<file path="config.mk">
export PLATFORM = sky130hd
export DESIGN_NAME = i2c_rdseq
export DESIGN_NICKNAME = d
export VERILOG_FILES = /design/src/rtl/i2c_rdseq_pkg.sv /design/src/rtl/i2c_quarter_tick.sv /design/src/rtl/i2c_bit_engine.sv /design/src/rtl/i2c_rdseq.sv
export SDC_FILE = /design/constraint.sdc
export NUM_CORES = 1
export LEC_CHECK = 0
export ABC_CLOCK_PERIOD_IN_PS = 1950
export CAP_MARGIN = 25
export CORE_MARGIN = 4
export CORE_UTILIZATION = 55
export DETAILED_ROUTE_END_ITERATION = 7
export DONT_BUFFER_PORTS = 1
export PLACE_DENSITY = 0.83
export SYNTH_ARGS = -nofsm -noshare
export SYNTH_HDL_FRONTEND = slang
export SYNTH_HIERARCHICAL = 1
export SYNTH_SLANG_ARGS = --single-unit
</file>
<file path="constraint.sdc">
create_clock -name clk -period 1.95 [get_ports clk]
set_clock_uncertainty 0.15 [all_clocks]
set_input_delay 0.0975 -clock clk [delete_from_list [all_inputs] [get_ports clk]]
set_output_delay 0.0975 -clock clk [all_outputs]
set_load 0.1 [all_outputs]
</file>
<file path="src/rtl/i2c_rdseq_pkg.sv">
// Shared definitions for the combined-format read sequencer.
// Assumes: byte-level bus commands are issued one at a time.
package i2c_rdseq_pkg;

    localparam int unsigned BITS_PER_BYTE = 8;

    // Bus-level operations that the bit engine can perform
    typedef enum logic [2:0] {
        BC_NONE,
        BC_START,
        BC_RSTART,
        BC_STOP,
        BC_WRITE,
        BC_READ
    } bus_cmd_e;

    // Transaction phases of the sequencer
    typedef enum logic [2:0] {
        SQ_IDLE,
        SQ_START,
        SQ_WADDR,
        SQ_INDEX,
        SQ_RSTART,
        SQ_RADDR,
        SQ_DATA,
        SQ_STOP
    } seq_state_e;

endpackage

</file>
<file path="src/rtl/i2c_quarter_tick.sv">
// Free-running divider producing a one-cycle tick every quarter_div+1 cycles.
// Assumes: quarter_div is changed only while the bus is idle; a lower value
// takes effect at once because the compare is >=.
module i2c_quarter_tick #(
    parameter int unsigned DIV_W = 8
) (
    input  logic             clk,
    input  logic             rst_n,
    input  logic [DIV_W-1:0] quarter_div,
    output logic             tick
);

    logic [DIV_W-1:0] cnt;

    // Count cycles and emit a tick at the end of each quarter
    always_ff @(posedge clk) begin
        if (!rst_n) begin
            cnt  <= '0;
            tick <= 1'b0;
        end else if (cnt >= quarter_div) begin
            cnt  <= '0;
            tick <= 1'b1;
        end else begin
            cnt  <= cnt + 1'b1;
            tick <= 1'b0;
        end
    end

endmodule

</file>
<file path="src/rtl/i2c_bit_engine.sv">
// Executes one bus operation (start, repeated start, stop, byte write with
// acknowledge capture, byte read with acknowledge drive) as a sequence of
// four quarters per bit. Line levels are registered pull-low enables, held
// between operations.
// Assumes: a new command is only presented while the engine is idle; sda_in
// is the resolved line level; SCL is not stretched by the slave.
module i2c_bit_engine
    import i2c_rdseq_pkg::*;
(
    input  logic     clk,
    input  logic     rst_n,
    input  logic     tick,
    input  logic     cmd_valid,
    input  bus_cmd_e cmd,
    input  logic [7:0] tx_byte,
    input  logic     ack_send,
    input  logic     sda_in,
    output logic     done,
    output logic [7:0] rx_byte,
    output logic     ack_seen,
    output logic     scl_pull,
    output logic     sda_pull
);

    localparam logic [3:0] ACK_SLOT = 4'(BITS_PER_BYTE);

    logic       active;
    bus_cmd_e   cmd_q;
    logic [1:0] qtr;
    logic [3:0] bidx;
    logic [7:0] shreg;
    logic       samp;
    logic       ack_send_q;
    logic       is_byte;
    logic       last_step;
    logic       scl_rel;
    logic       sda_rel;

    assign is_byte   = (cmd_q == BC_WRITE) || (cmd_q == BC_READ);
    assign last_step = (qtr == 2'd3) && (!is_byte || (bidx == ACK_SLOT));
    assign rx_byte   = shreg;

    // Line levels wanted in the current quarter of the current operation
    always_comb begin
        scl_rel = 1'b1;
        sda_rel = 1'b1;
        unique case (cmd_q)
            BC_START: begin
                scl_rel = (qtr != 2'd3);
                sda_rel = (qtr < 2'd2);
            end
            BC_RSTART: begin
                scl_rel = (qtr == 2'd1) || (qtr == 2'd2);
                sda_rel = (qtr < 2'd2);
            end
            BC_STOP: begin
                scl_rel = (qtr != 2'd0);
                sda_rel = (qtr >= 2'd2);
            end
            BC_WRITE: begin
                scl_rel = (qtr == 2'd1) || (qtr == 2'd2);
                sda_rel = (bidx < ACK_SLOT) ? shreg[7] : 1'b1;
            end
            BC_READ: begin
                scl_rel = (qtr == 2'd1) || (qtr == 2'd2);
                sda_rel = (bidx < ACK_SLOT) ? 1'b1 : !ack_send_q;
            end
            default: begin
                scl_rel = 1'b1;
                sda_rel = 1'b1;
            end
        endcase
    end

    // Register the pull enables while an operation runs, hold them otherwise
    always_ff @(posedge clk) begin
        if (!rst_n) begin
            scl_pull <= 1'b0;
            sda_pull <= 1'b0;
        end else if (active) begin
            scl_pull <= !scl_rel;
            sda_pull <= !sda_rel;
        end
    end

    // Step quarters and bits, sample SDA in the high phase, shift at bit end
    always_ff @(posedge clk) begin
        if (!rst_n) begin
            active     <= 1'b0;
            cmd_q      <= BC_NONE;
            qtr        <= 2'd0;
            bidx       <= 4'd0;
            shreg      <= 8'h00;
            samp       <= 1'b1;
            ack_send_q <= 1'b0;
            ack_seen   <= 1'b0;
            done       <= 1'b0;
        end else begin
            done <= 1'b0;
            if (!active) begin
                if (cmd_valid) begin
                    active     <= 1'b1;
                    cmd_q      <= cmd;
                    qtr        <= 2'd0;
                    bidx       <= 4'd0;
                    shreg      <= tx_byte;
                    ack_send_q <= ack_send;
                end
            end else if (tick) begin
                qtr <= qtr + 2'd1;
                if (qtr == 2'd1) begin
                    samp <= sda_in;
                end
                if (qtr == 2'd3) begin
                    if (is_byte) begin
                        if (bidx < ACK_SLOT) begin
                            shreg <= {shreg[6:0], samp};
                        end else begin
                            ack_seen <= !samp;
                        end
                        bidx <= bidx + 4'd1;
                    end
                    if (last_step) begin
                        active <= 1'b0;
                        done   <= 1'b1;
                    end
                end
            end
        end
    end

    // with SCL released on both cycles, SDA may move only in a start/stop
    a_r5_sda_moves_scl_low: assert property (@(posedge clk) disable iff (!rst_n)
        (!scl_pull && !$past(scl_pull) && (sda_pull != $past(sda_pull)))
            |-> (cmd_q inside {BC_START, BC_RSTART, BC_STOP}));

    // the lines are frozen while no operation runs
    a_r8_hold_when_idle: assert property (@(posedge clk) disable iff (!rst_n)
        !active |=> ($stable(scl_pull) && $stable(sda_pull)));

endmodule

</file>
<file path="src/rtl/i2c_rdseq.sv">
// Combined-format read sequencer: accepts a command (device address, index,
// byte count, mode) and drives the bit engine through start, optional dummy
// write with index, repeated start, read address and N data reads, then stop.
// Aborts with a stop on any refused address or index byte.
// Assumes: a single master on the bus, no clock stretching, sda_in is the
// resolved open-drain SDA level.
module i2c_rdseq
    import i2c_rdseq_pkg::*;
#(
    parameter int unsigned DIV_W = 8,
    parameter int unsigned CNT_W = 8
) (
    input  logic             clk,
    input  logic             rst_n,
    input  logic [DIV_W-1:0] quarter_div,
    input  logic             go,
    input  logic             use_index,
    input  logic [6:0]       dev_addr,
    input  logic [7:0]       reg_index,
    input  logic [CNT_W-1:0] rd_count,
    output logic             busy,
    output logic             done,
    output logic             nack_err,
    output logic             rd_valid,
    output logic [7:0]       rd_data,
    output logic             scl_pull,
    output logic             sda_pull,
    input  logic             sda_in
);

    localparam logic [CNT_W-1:0] CNT_ONE = CNT_W'(1);
    localparam logic [CNT_W-1:0] CNT_TWO = CNT_W'(2);

    seq_state_e       st;
    logic [6:0]       addr_q;
    logic [7:0]       idx_q;
    logic             mode_q;
    logic [CNT_W-1:0] left_q;
    logic             fail_q;
    logic             cmd_vld;
    bus_cmd_e         cmd_sel;
    logic [7:0]       cmd_byte;
    logic             cmd_ack;
    logic             tick;
    logic             eng_done;
    logic [7:0]       eng_rx;
    logic             eng_ack;

    assign busy = (st != SQ_IDLE);

    i2c_quarter_tick #(.DIV_W(DIV_W)) u_tick (
        .clk         (clk),
        .rst_n       (rst_n),
        .quarter_div (quarter_div),
        .tick        (tick)
    );

    i2c_bit_engine u_eng (
        .clk       (clk),
        .rst_n     (rst_n),
        .tick      (tick),
        .cmd_valid (cmd_vld),
        .cmd       (cmd_sel),
        .tx_byte   (cmd_byte),
        .ack_send  (cmd_ack),
        .sda_in    (sda_in),
        .done      (eng_done),
        .rx_byte   (eng_rx),
        .ack_seen  (eng_ack),
        .scl_pull  (scl_pull),
        .sda_pull  (sda_pull)
    );

    // Advance the transaction on each finished bus operation and queue the next
    always_ff @(posedge clk) begin
        if (!rst_n) begin
            st       <= SQ_IDLE;
            addr_q   <= 7'h00;
            idx_q    <= 8'h00;
            mode_q   <= 1'b0;
            left_q   <= '0;
            fail_q   <= 1'b0;
            cmd_vld  <= 1'b0;
            cmd_sel  <= BC_NONE;
            cmd_byte <= 8'h00;
            cmd_ack  <= 1'b0;
            done     <= 1'b0;
            nack_err <= 1'b0;
            rd_valid <= 1'b0;
            rd_data  <= 8'h00;
        end else begin
            cmd_vld  <= 1'b0;
            done     <= 1'b0;
            nack_err <= 1'b0;
            rd_valid <= 1'b0;
            unique case (st)
                SQ_IDLE: begin
                    if (go && (rd_count != '0)) begin
                        addr_q  <= dev_addr;
                        idx_q   <= reg_index;
                        mode_q  <= use_index;
                        left_q  <= rd_count;
                        fail_q  <= 1'b0;
                        cmd_vld <= 1'b1;
                        cmd_sel <= BC_START;
                        st      <= SQ_START;
                    end
                end
                SQ_START: begin
                    if (eng_done) begin
                        cmd_vld  <= 1'b1;
                        cmd_sel  <= BC_WRITE;
                        cmd_byte <= {addr_q, !mode_q};
                        st       <= mode_q ? SQ_WADDR : SQ_RADDR;
                    end
                end
                SQ_WADDR: begin
                    if (eng_done) begin
                        cmd_vld <= 1'b1;
                        if (eng_ack) begin
                            cmd_sel  <= BC_WRITE;
                            cmd_byte <= idx_q;
                            st       <= SQ_INDEX;
                        end else begin
                            cmd_sel <= BC_STOP;
                            fail_q  <= 1'b1;
                            st      <= SQ_STOP;
                        end
                    end
                end
                SQ_INDEX: begin
                    if (eng_done) begin
                        cmd_vld <= 1'b1;
                        if (eng_ack) begin
                            cmd_sel <= BC_RSTART;
                            st      <= SQ_RSTART;
                        end else begin
                            cmd_sel <= BC_STOP;
                            fail_q  <= 1'b1;
                            st      <= SQ_STOP;
                        end
                    end
                end
                SQ_RSTART: begin
                    if (eng_done) begin
                        cmd_vld  <= 1'b1;
                        cmd_sel  <= BC_WRITE;
                        cmd_byte <= {addr_q, 1'b1};
                        st       <= SQ_RADDR;
                    end
                end
                SQ_RADDR: begin
                    if (eng_done) begin
                        cmd_vld <= 1'b1;
                        if (eng_ack) begin
                            cmd_sel <= BC_READ;
                            cmd_ack <= (left_q > CNT_ONE);
                            st      <= SQ_DATA;
                        end else begin
                            cmd_sel <= BC_STOP;
                            fail_q  <= 1'b1;
                            st      <= SQ_STOP;
                        end
                    end
                end
                SQ_DATA: begin
                    if (eng_done) begin
                        rd_valid <= 1'b1;
                        rd_data  <= eng_rx;
                        cmd_vld  <= 1'b1;
                        if (left_q == CNT_ONE) begin
                            cmd_sel <= BC_STOP;
                            st      <= SQ_STOP;
                        end else begin
                            left_q  <= left_q - CNT_ONE;
                            cmd_sel <= BC_READ;
                            cmd_ack <= (left_q > CNT_TWO);
                        end
                    end
                end
                SQ_STOP: begin
                    if (eng_done) begin
                        done     <= 1'b1;
                        nack_err <= fail_q;
                        st       <= SQ_IDLE;
                    end
                end
                default: st <= SQ_IDLE;
            endcase
        end
    end

    // busy only drops together with the done pulse
    a_r11_busy_ends_with_done: assert property (@(posedge clk) disable iff (!rst_n)
        $fell(busy) |-> done);

    // done is never raised while a command is still running
    a_r11_done_when_idle: assert property (@(posedge clk) disable iff (!rst_n)
        done |-> !busy);

    // data strobes only inside a command
    a_r3_valid_inside_busy: assert property (@(posedge clk) disable iff (!rst_n)
        rd_valid |-> busy);

    // the error pulse accompanies the completion pulse
    a_r6_err_with_done: assert property (@(posedge clk) disable iff (!rst_n)
        nack_err |-> done);

    // a zero-count strobe in idle does not start a command
    a_r9_zero_count_ignored: assert property (@(posedge clk) disable iff (!rst_n)
        (!busy && go && (rd_count == '0)) |=> !busy);

endmodule

</file>
# Word-level counts from Yosys, hierarchy flattened

Cells that the tools add are included.
W data, S select, Z words.

Flip-flop bits (word level): 85
Latch bits: 0
Memory bits (writable): 0
Memory bits (read-only): 0
Output and inout port bits: 14
Memories: 0

Add/subtract/negate cells: 4
Multipliers: 0
Divide/modulo/power cells: 0
Order comparisons: 6
Equality and inequality tests: 37
Shift operators: 0
Multiplexer cells: 70
Bitwise logic cells: 3
Reduce and logical (&&, ||, !) cells: 45

Operators by type and width:

| cell                  | count |
|---|---|
| $mux W8               | 13 |
| $mux W3               | 19 |
| $pmux W3 S8           | 1 |
| $pmux W8 S3           | 1 |
| $ne A2 B1 Y1 const B  | 11 |
| $mux W1               | 20 |
| $mux W4               | 5 |
| $reduce_and A5 Y1     | 4 |
| $eq A3 B3 Y1 const B  | 6 |
| $ne A2 B2 Y1 const B  | 9 |
| $pmux W3 S6           | 1 |
| $pmux W8 S2           | 1 |
| $reduce_and A4 Y1     | 4 |
| $eq A3 B2 Y1 const B  | 4 |
| $reduce_and A2 Y1     | 6 |
| $reduce_bool A2 Y1    | 5 |
| $reduce_and A9 Y1     | 1 |
| $add A8 B1 Y8 const B | 1 |
| $eq A8 B1 Y1 const B  | 1 |
| $ge A8 B8 Y1          | 1 |
| $gt A8 B1 Y1 const B  | 1 |
| $gt A8 B2 Y1 const B  | 1 |
| $mux W2               | 4 |
| $reduce_bool A8 Y1    | 1 |
| 25 further kinds      | 44 |

# Longest topological paths before layout

Gate-level depths: netlist of run 1.

Depth in word-level cells: 9
Gate-level depth with buffers: 8
Gate-level depth less buffers: 6

# Hierarchy

The synthesis of run 1 kept the hierarchy.

Modules (own cells, without submodules):

| module           | times used | cells each | area an instance (um2) | seq. area each (um2) |
|---|---|---|---|---|
| i2c_rdseq        | 1          | 297        | 2456.1                 | 1041.0 |
| i2c_bit_engine   | 1          | 141        | 1281.2                 | 480.5 |
| i2c_quarter_tick | 1          | 60         | 551.8                  | 180.2 |

# Worst setup path after synthesis of run 1

OpenSTA, ideal clock, no wires.

Path type: reg-to-reg
From: register st[0]
To: register st[2]
Setup time: 70 ps
Arrival: 1936 ps
Data required time: 1730 ps
Path slack: -207 ps
Cell stages (with the launch flop): 8
Path buffers: 2
Cell sequence: dfxtp_1 > or3_1 > buf_2 > a211oi_2 > buf_4 > nor2_2 > or3_1 > a21oi_1

Cells in the longest elaborated chain, start to end: 3

RTL lines:

| what                                                          | line             | RTL |
|---|---|---|
| start, declared                                               | i2c_rdseq.sv:34  | `seq_state_e st;` |
| start signal, assigned                                        | i2c_rdseq.sv:114 | `st <= mode_q ? SQ_WADDR : SQ_RADDR;` |
| $eq A3 B1 Y1 (tied with other cells)                          | i2c_rdseq.sv:96  | `unique case (st)` |
| $ne A2 B1 Y1 (no source line) or $ne A2 B2 Y1 (tied branches) | n/a              |  |
| $reduce_and A9 Y1 (no source line)                            | n/a              |  |

Parallel ways exist; a longest one is shown, timed or not.
A chain may end at the register's enable or synchronous reset.

# Worst setup path in the final report of run 1

From: register st[1]
To: register left_q[2]

Cells in the longest elaborated chain, start to end: 3

RTL lines:

| what                                                  | line             | RTL |
|---|---|---|
| $eq A3 B3 Y1 or $logic_not A3 Y1 (tied branches)      | i2c_rdseq.sv:96  |  |
| $ne A2 B2 Y1 (no source line) (tied with other cells) | n/a              |  |
| $reduce_and A4 Y1 (no source line)                    | n/a              |  |
| end signal, assigned                                  | i2c_rdseq.sv:102 | `left_q <= rd_count;` |
| end signal, assigned                                  | i2c_rdseq.sv:175 | `left_q <= left_q - CNT_ONE;` |
| end, declared                                         | i2c_rdseq.sv:38  | `logic [CNT_W-1:0] left_q;` |

Parallel ways exist; a longest one is shown, timed or not.

==> results_dict.tcl, run 1 <==
set metrics [dict create \
    timing.rr.start "st[1]" \
    finalWorstPathRequiredPeriod_ns 1.90 \
    yosysWarnings 6 \
    p_clk_frac 0.360 \
    placedCellCount 607 \
    finalNonFillerCells 654 \
    async_reset_ff_frac 0 \
    synth_top_area_share 0.397 \
    h-tree-depth 3 \
    io_pins 50 \
    hp-class "primary input to flop" \
    cp_data_arrival_time_ns 1.99 \
    cp_data_required_time_ns 2.04 \
    p_int_mw 2.88 \
    setup_viol 0 \
    final.setup.worst_slack_ns 0.0497 \
    synth_edf_count 0 \
    route.detailed.drc 0 \
    overflow 0 \
    syn_nets 552 \
    antenna_found_initial 0 \
    reg2reg_depth 6 \
    drtIter0Drc 292 \
    drtPass1Iterations 5 \
    coreArea_sq_um 7410 \
    cts_tree "built" \
    hold_violations 0 \
    cap_violations 0 \
    worst_pin_slew_ns 0.529 \
    fin_nets 604 \
    hpwlAfterDp_mm 6.91 \
    rr_endpoint "left_q[2]" \
    avgSynthCellArea_sq_um 8.61 \
    multiInputGateArea_sq_um 2430 \
    ir_drop_uv 658 \
    p_sw_mw 1.11 \
    numClockSinks 85 \
    utilization 0.704 \
    cts_buffers 9 \
    clkTransAtPathRegs_ns 0.09 \
    critPathKind "flop to flop" \
    n_antenna_cell 0 \
    start_kind "flop" \
    outcome "complete, no violations" \
    synth_area_sq_um 4290 \
    synth.area.top_cells "dfxtp_1 (40%), mux2i_1 (8.6%), ha_1 (5.3%)" \
    clock.fmax_mhz 526 \
    slew_viol_final 0 \
    wire_per_inst_microns 15.9 \
    ys_seq_area_frac 0.397 \
    grt_max_degree 38 \
    pre_cts_ws_ns 0.0726 \
    period_share 0.975 \
    powerDensity_nw_per_um2 764 \
    die_h_microns 96.3 \
    clock_latency_ns 0.36 \
    worst-path-max-fanout 15 \
    die_area_sq_um 9280 \
    yosys.area.top_type "dfxtp_1" \
    crit_end "left_q[2]" \
    place_congestion 0.945 \
    start_util 0.579 \
    synth_flop_cell "dfxtp_1" \
    crit_start "st[1]" \
    r2r_slack_ns 0.05 \
    combPwrFrac 0.170 \
    ys_types 61 \
    grt_setup_unrepaired "true" \
    dr_total_vias 3763 \
    relSlewSlack 0.647 \
    nFillCells 540 \
    syn_to_final_growth_pct 21.6 \
    die_w_microns 96.3 \
    detail-route-antenna-nets 0 \
    first_global_vias 3657 \
    grt_pass1_wl_mm 16.6 \
    seq_area_sq_um 1700 \
    netlist_instances 498 \
    ys_seq_elements 85 \
    vias_per_cell 5.75 \
    hold_ws_ns 0.0125 \
    port_buffers 0 \
    drive_gt1_frac 0.148 \
    clockBufferDepth 2 \
    seqPwrFrac 0.470 \
    endpoint_kind "flop" \
    num_rows 31 \
    switching_share 0.278 \
    grt_usage 0.229 \
    root_buffer "clkbuf_8" \
    p_leak_nw 2.11 \
    routed_wl_mm 10.4 \
]
## worst min path at each step
stage	from	to	slack [ns]	cells past startpoint
floorplan	rst_n	u_tick/tick	0.07	1
global placement	rst_n	u_eng/samp	0.02	1
detailed placement	rst_n	u_eng/samp	0.02	1
CTS	rd_count[7]	left_q[7]	0.02	3
global route	rd_count[7]	left_q[7]	0.05	3
finish	rd_count[7]	left_q[7]	0.01	3
## through the flow
stage | instance area (sq um) | power [mW] | setup TNS (ns)
floorplan | 4330 | 2.35 | -0.0317
detailed placement | 4610 | 2.47 | 0
CTS | 5120 | 3.95 | 0
finish | 5220 | 3.98 | 0
global placement | 4610 | 2.45 | 0
global route | 5220 | 4.15 | -0.367
## critical path, cell delays in order, from the launching register on
cell and delay, ns:
dfxtp_1 0.34, buf_4 0.20, nand3b_1 0.23, buf_4 0.21
o21a_1 0.25, nor3_1 0.27, o32ai_2 0.13
## state kept, by name, indices dropped and copies added, names as in the netlist, 3 cells and up
signal and flops:
rd_data 8, left_q 8, u_eng/cmd_q 3, cmd_byte 8
u_eng/rx_byte 8, addr_q 7, st 3, u_tick/cnt 8
u_eng/bidx 4, idx_q 8, cmd_sel 3
## Yosys cell counts, types with 8 or more instances
library cell	n
nand2_1	50
dfxtp_1	85
o211ai_1	10
clkbuf_1	21
o21ai_0	10
nand2b_1	16
nand3_1	14
nor2_1	56
inv_1	18
mux2i_1	37
ha_1	18
nand3b_1	8
a211oi_1	8
a21oi_1	36
## cell type report
type / instances / area share
multi-input combinational: 363 / 0.466
clock inverter: 6 / 0.0182
tap: 99 / 0.0237
sequential: 85 / 0.327
clock buffer: 10 / 0.0264
timing repair buffer: 71 / 0.124
inverter: 20 / 0.0144
## cells in the final DEF (no fill, tap or decap), types with 14 or more instances in the layout
cell type / Yosys / layout
dfxtp_1: 85 / 83
nor2_1: 56 / 56
nand2_1: 50 / 49
buf_4: 4 / 40
mux2i_1: 37 / 36
a21oi_1: 36 / 36
dlygate4sd3_1: 0 / 26
inv_1: 18 / 18
ha_1: 18 / 18
nand2b_1: 16 / 16
nand3_1: 14 / 14
## power groups by stage
stage,clock network (mW),registers [mW],logic (mW)
final,1.43,1.87,0.678
after global routing,1.53,1.88,0.734
after CTS,1.45,1.87,0.630
after detailed placement,0,1.91,0.566
after global placement,0,1.90,0.547
after floorplan,0,1.91,0.449
## kinds of logic after synthesis
group / after synthesis / share of synthesized area
compound gates: 107 / 0.172
xor+xnor: 7 / 0.0143
fa+ha+maj: 18 / 0.0525
buf+inv: 50 / 0.0487
flops: 85 / 0.397
mux: 40 / 0.0942
simple gates: 191 / 0.222
## repair_timing
| action | 4_1_cts | 5_1_grt |
|---|---|---|
| endpoints found under the hold margin | 77 | 0 |
| setup buffers | 0 | 3 |
| endpoints found under the setup margin | 0 | 22 |
| resized for setup | 0 | 10 |
| hold buffers | 27 | 0 |
## metal layers
layer  share of wire  vias up  GRT usage
met5               0        -          0
met4           0.019        0     0.0981
met3           0.053       23     0.0485
met2            0.49      109      0.390
met1            0.43     1774      0.279
li1                -     1857          -
Note: power is estimated with default switching activity, not from simulation.
==> run 2: changes to the inputs <==
- CAP_MARGIN: 25 -> unset
- CORE_UTILIZATION: 55 -> 30
- PLACE_DENSITY: 0.83 -> 0.52
==> results_dict.tcl, run 2 (synthesis results as in run 1) <==
set metrics [dict create \
    top_usage_layer "met2" \
    start_kind "flop" \
    mostFrequentLayoutCell "dfxtp_1" \
    worst-path-max-fanout 18 \
    h-tree-depth 3 \
    antenna_found_initial 0 \
    multiInputGateArea_sq_um 2420 \
    overflow 0 \
    endpoint_kind "flop" \
    detail-route-antenna-nets 0 \
    grt_usage 0.132 \
    syn_to_final_growth_pct 24.3 \
    fin_area_sq_um 5330 \
    grt_util_met2 0.205 \
    root_buffer "clkbuf_16" \
    die_h_microns 128 \
    cts_buffers 9 \
    switching_share 0.271 \
    grt_pass1_wl_mm 17.5 \
    p_clk_frac 0.388 \
    seqPwrFrac 0.453 \
    fin_nets 601 \
    p_int_mw 3.01 \
    slew_viol_final 0 \
    wire_per_inst_microns 14.2 \
    drtPass1Iterations 4 \
    p_sw_mw 1.12 \
    outcome "complete, no violations" \
    combPwrFrac 0.159 \
    hold_ws_ns 0.0371 \
    die_w_microns 128 \
    post_cts_buffers 0 \
    place_congestion 0.819 \
    cp_data_arrival_time_ns 1.93 \
    hold_start "rd_count[5]" \
    crit_start "st[2]" \
    route.detailed.drc 0 \
    hpwlAfterDp_mm 7.24 \
    vias_per_cell 5.01 \
    finalWorstPathRequiredPeriod_ns 1.87 \
    routed_wl_mm 10.4 \
    nFillCells 1380 \
    drtIter0Drc 296 \
    clock_latency_ns 0.34 \
    seq_area_sq_um 1700 \
    grt_setup_unrepaired "true" \
    clkTransAtPathRegs_ns 0.06 \
    critPathKind "flop to flop" \
    setup_viol 0 \
    cp_data_required_time_ns 2.01 \
    powerDensity_nw_per_um2 773 \
    num_rows 43 \
    numClockSinks 85 \
    p_leak_nw 2.12 \
    relSlewSlack 0.612 \
    period_share 0.960 \
    layout.cells.most_common_list "dfxtp_1 (84), nor2_1 (56), nand2_1 (49)" \
    clockBufferDepth 2 \
    hold_violations 0 \
    grt_max_degree 45 \
    cap_violations 0 \
    ir_drop_uv 563 \
    start_util 0.308 \
    met1_usage 0.172 \
    hp-class "primary input to flop" \
    clock.fmax_mhz 534 \
    met3_usage 0.0309 \
    first_global_vias 3547 \
    die_area_sq_um 16300 \
    drive_gt1_frac 0.138 \
    io_pins 50 \
    finalPower_mw 4.12 \
    timing.rr.start "st[2]" \
    cts_tree "built" \
    worst_pin_slew_ns 0.581 \
    coreArea_sq_um 13900 \
    postPlaceCellArea_sq_um 4740 \
    port_buffers 0 \
    n_antenna_cell 0 \
    dr_total_vias 3666 \
]
run 2: what timing repair did:
action                                  CTS  global route
endpoints found under the setup margin    0            22
hold buffers                             27             0
resized for setup                         0             7
endpoints found under the hold margin    62             0
run 2: critical path, cell delays in order, from the launching register on:
cell and delay (ns):
dfxtp_2 0.32, or3_4 0.44, a211oi_4 0.21, buf_6 0.15, buf_12 0.17, mux2i_2 0.24, nor2_1 0.06
run 2: through the flow:
step / setup slack [ns] / std cells / TNS, ns / utilization
6_report: 0.0774 / 732 / 0 / 0.383
5_1_grt: -0.00358 / 732 / -0.00371 / 0.383
4_1_cts: 0.0387 / 732 / 0 / 0.381
3_5_place_dp: 0.0536 / 689 / 0 / 0.340
3_3_place_gp: 0.100 / 689 / 0 / 0.340
2_1_floorplan: -0.0317 / 498 / -0.0317 / -
run 2: routing by layer:
layer	vias to the layer above	routed length [microns]
met1	1712	4840
li1	1854	-
met2	75	4830
met3	25	412
met5	-	0
met4	0	332
run 2: path summary, 6_finish.rpt:
path,end,slack [ns],depth (start not counted)
worst max-delay path,idx_q[5],0.08,6
worst min-delay path,left_q[5],0.04,3
worst max register to register,idx_q[5],0.08,6
worst min register to register,cmd_sel[0],0.30,2
run 2: final cells by class:
cell class | count | share of cell area
repair buffers | 68 | 0.118
well taps | 180 | 0.0423
inverters | 20 | 0.0141
clock buffers | 12 | 0.0462
flip-flops and latches | 85 | 0.319
multi-input cells | 363 | 0.454
clock inverters | 4 | 0.00587
run 2: power groups by stage:
stage	Combinational, mW	Sequential (mW)	Clock (mW)
3_5_place_dp	0.580	1.90	0
6_report	0.656	1.87	1.60
3_3_place_gp	0.571	1.90	0
2_1_floorplan	0.449	1.91	0
4_1_cts	0.641	1.86	1.66
5_1_grt	0.726	1.88	1.75
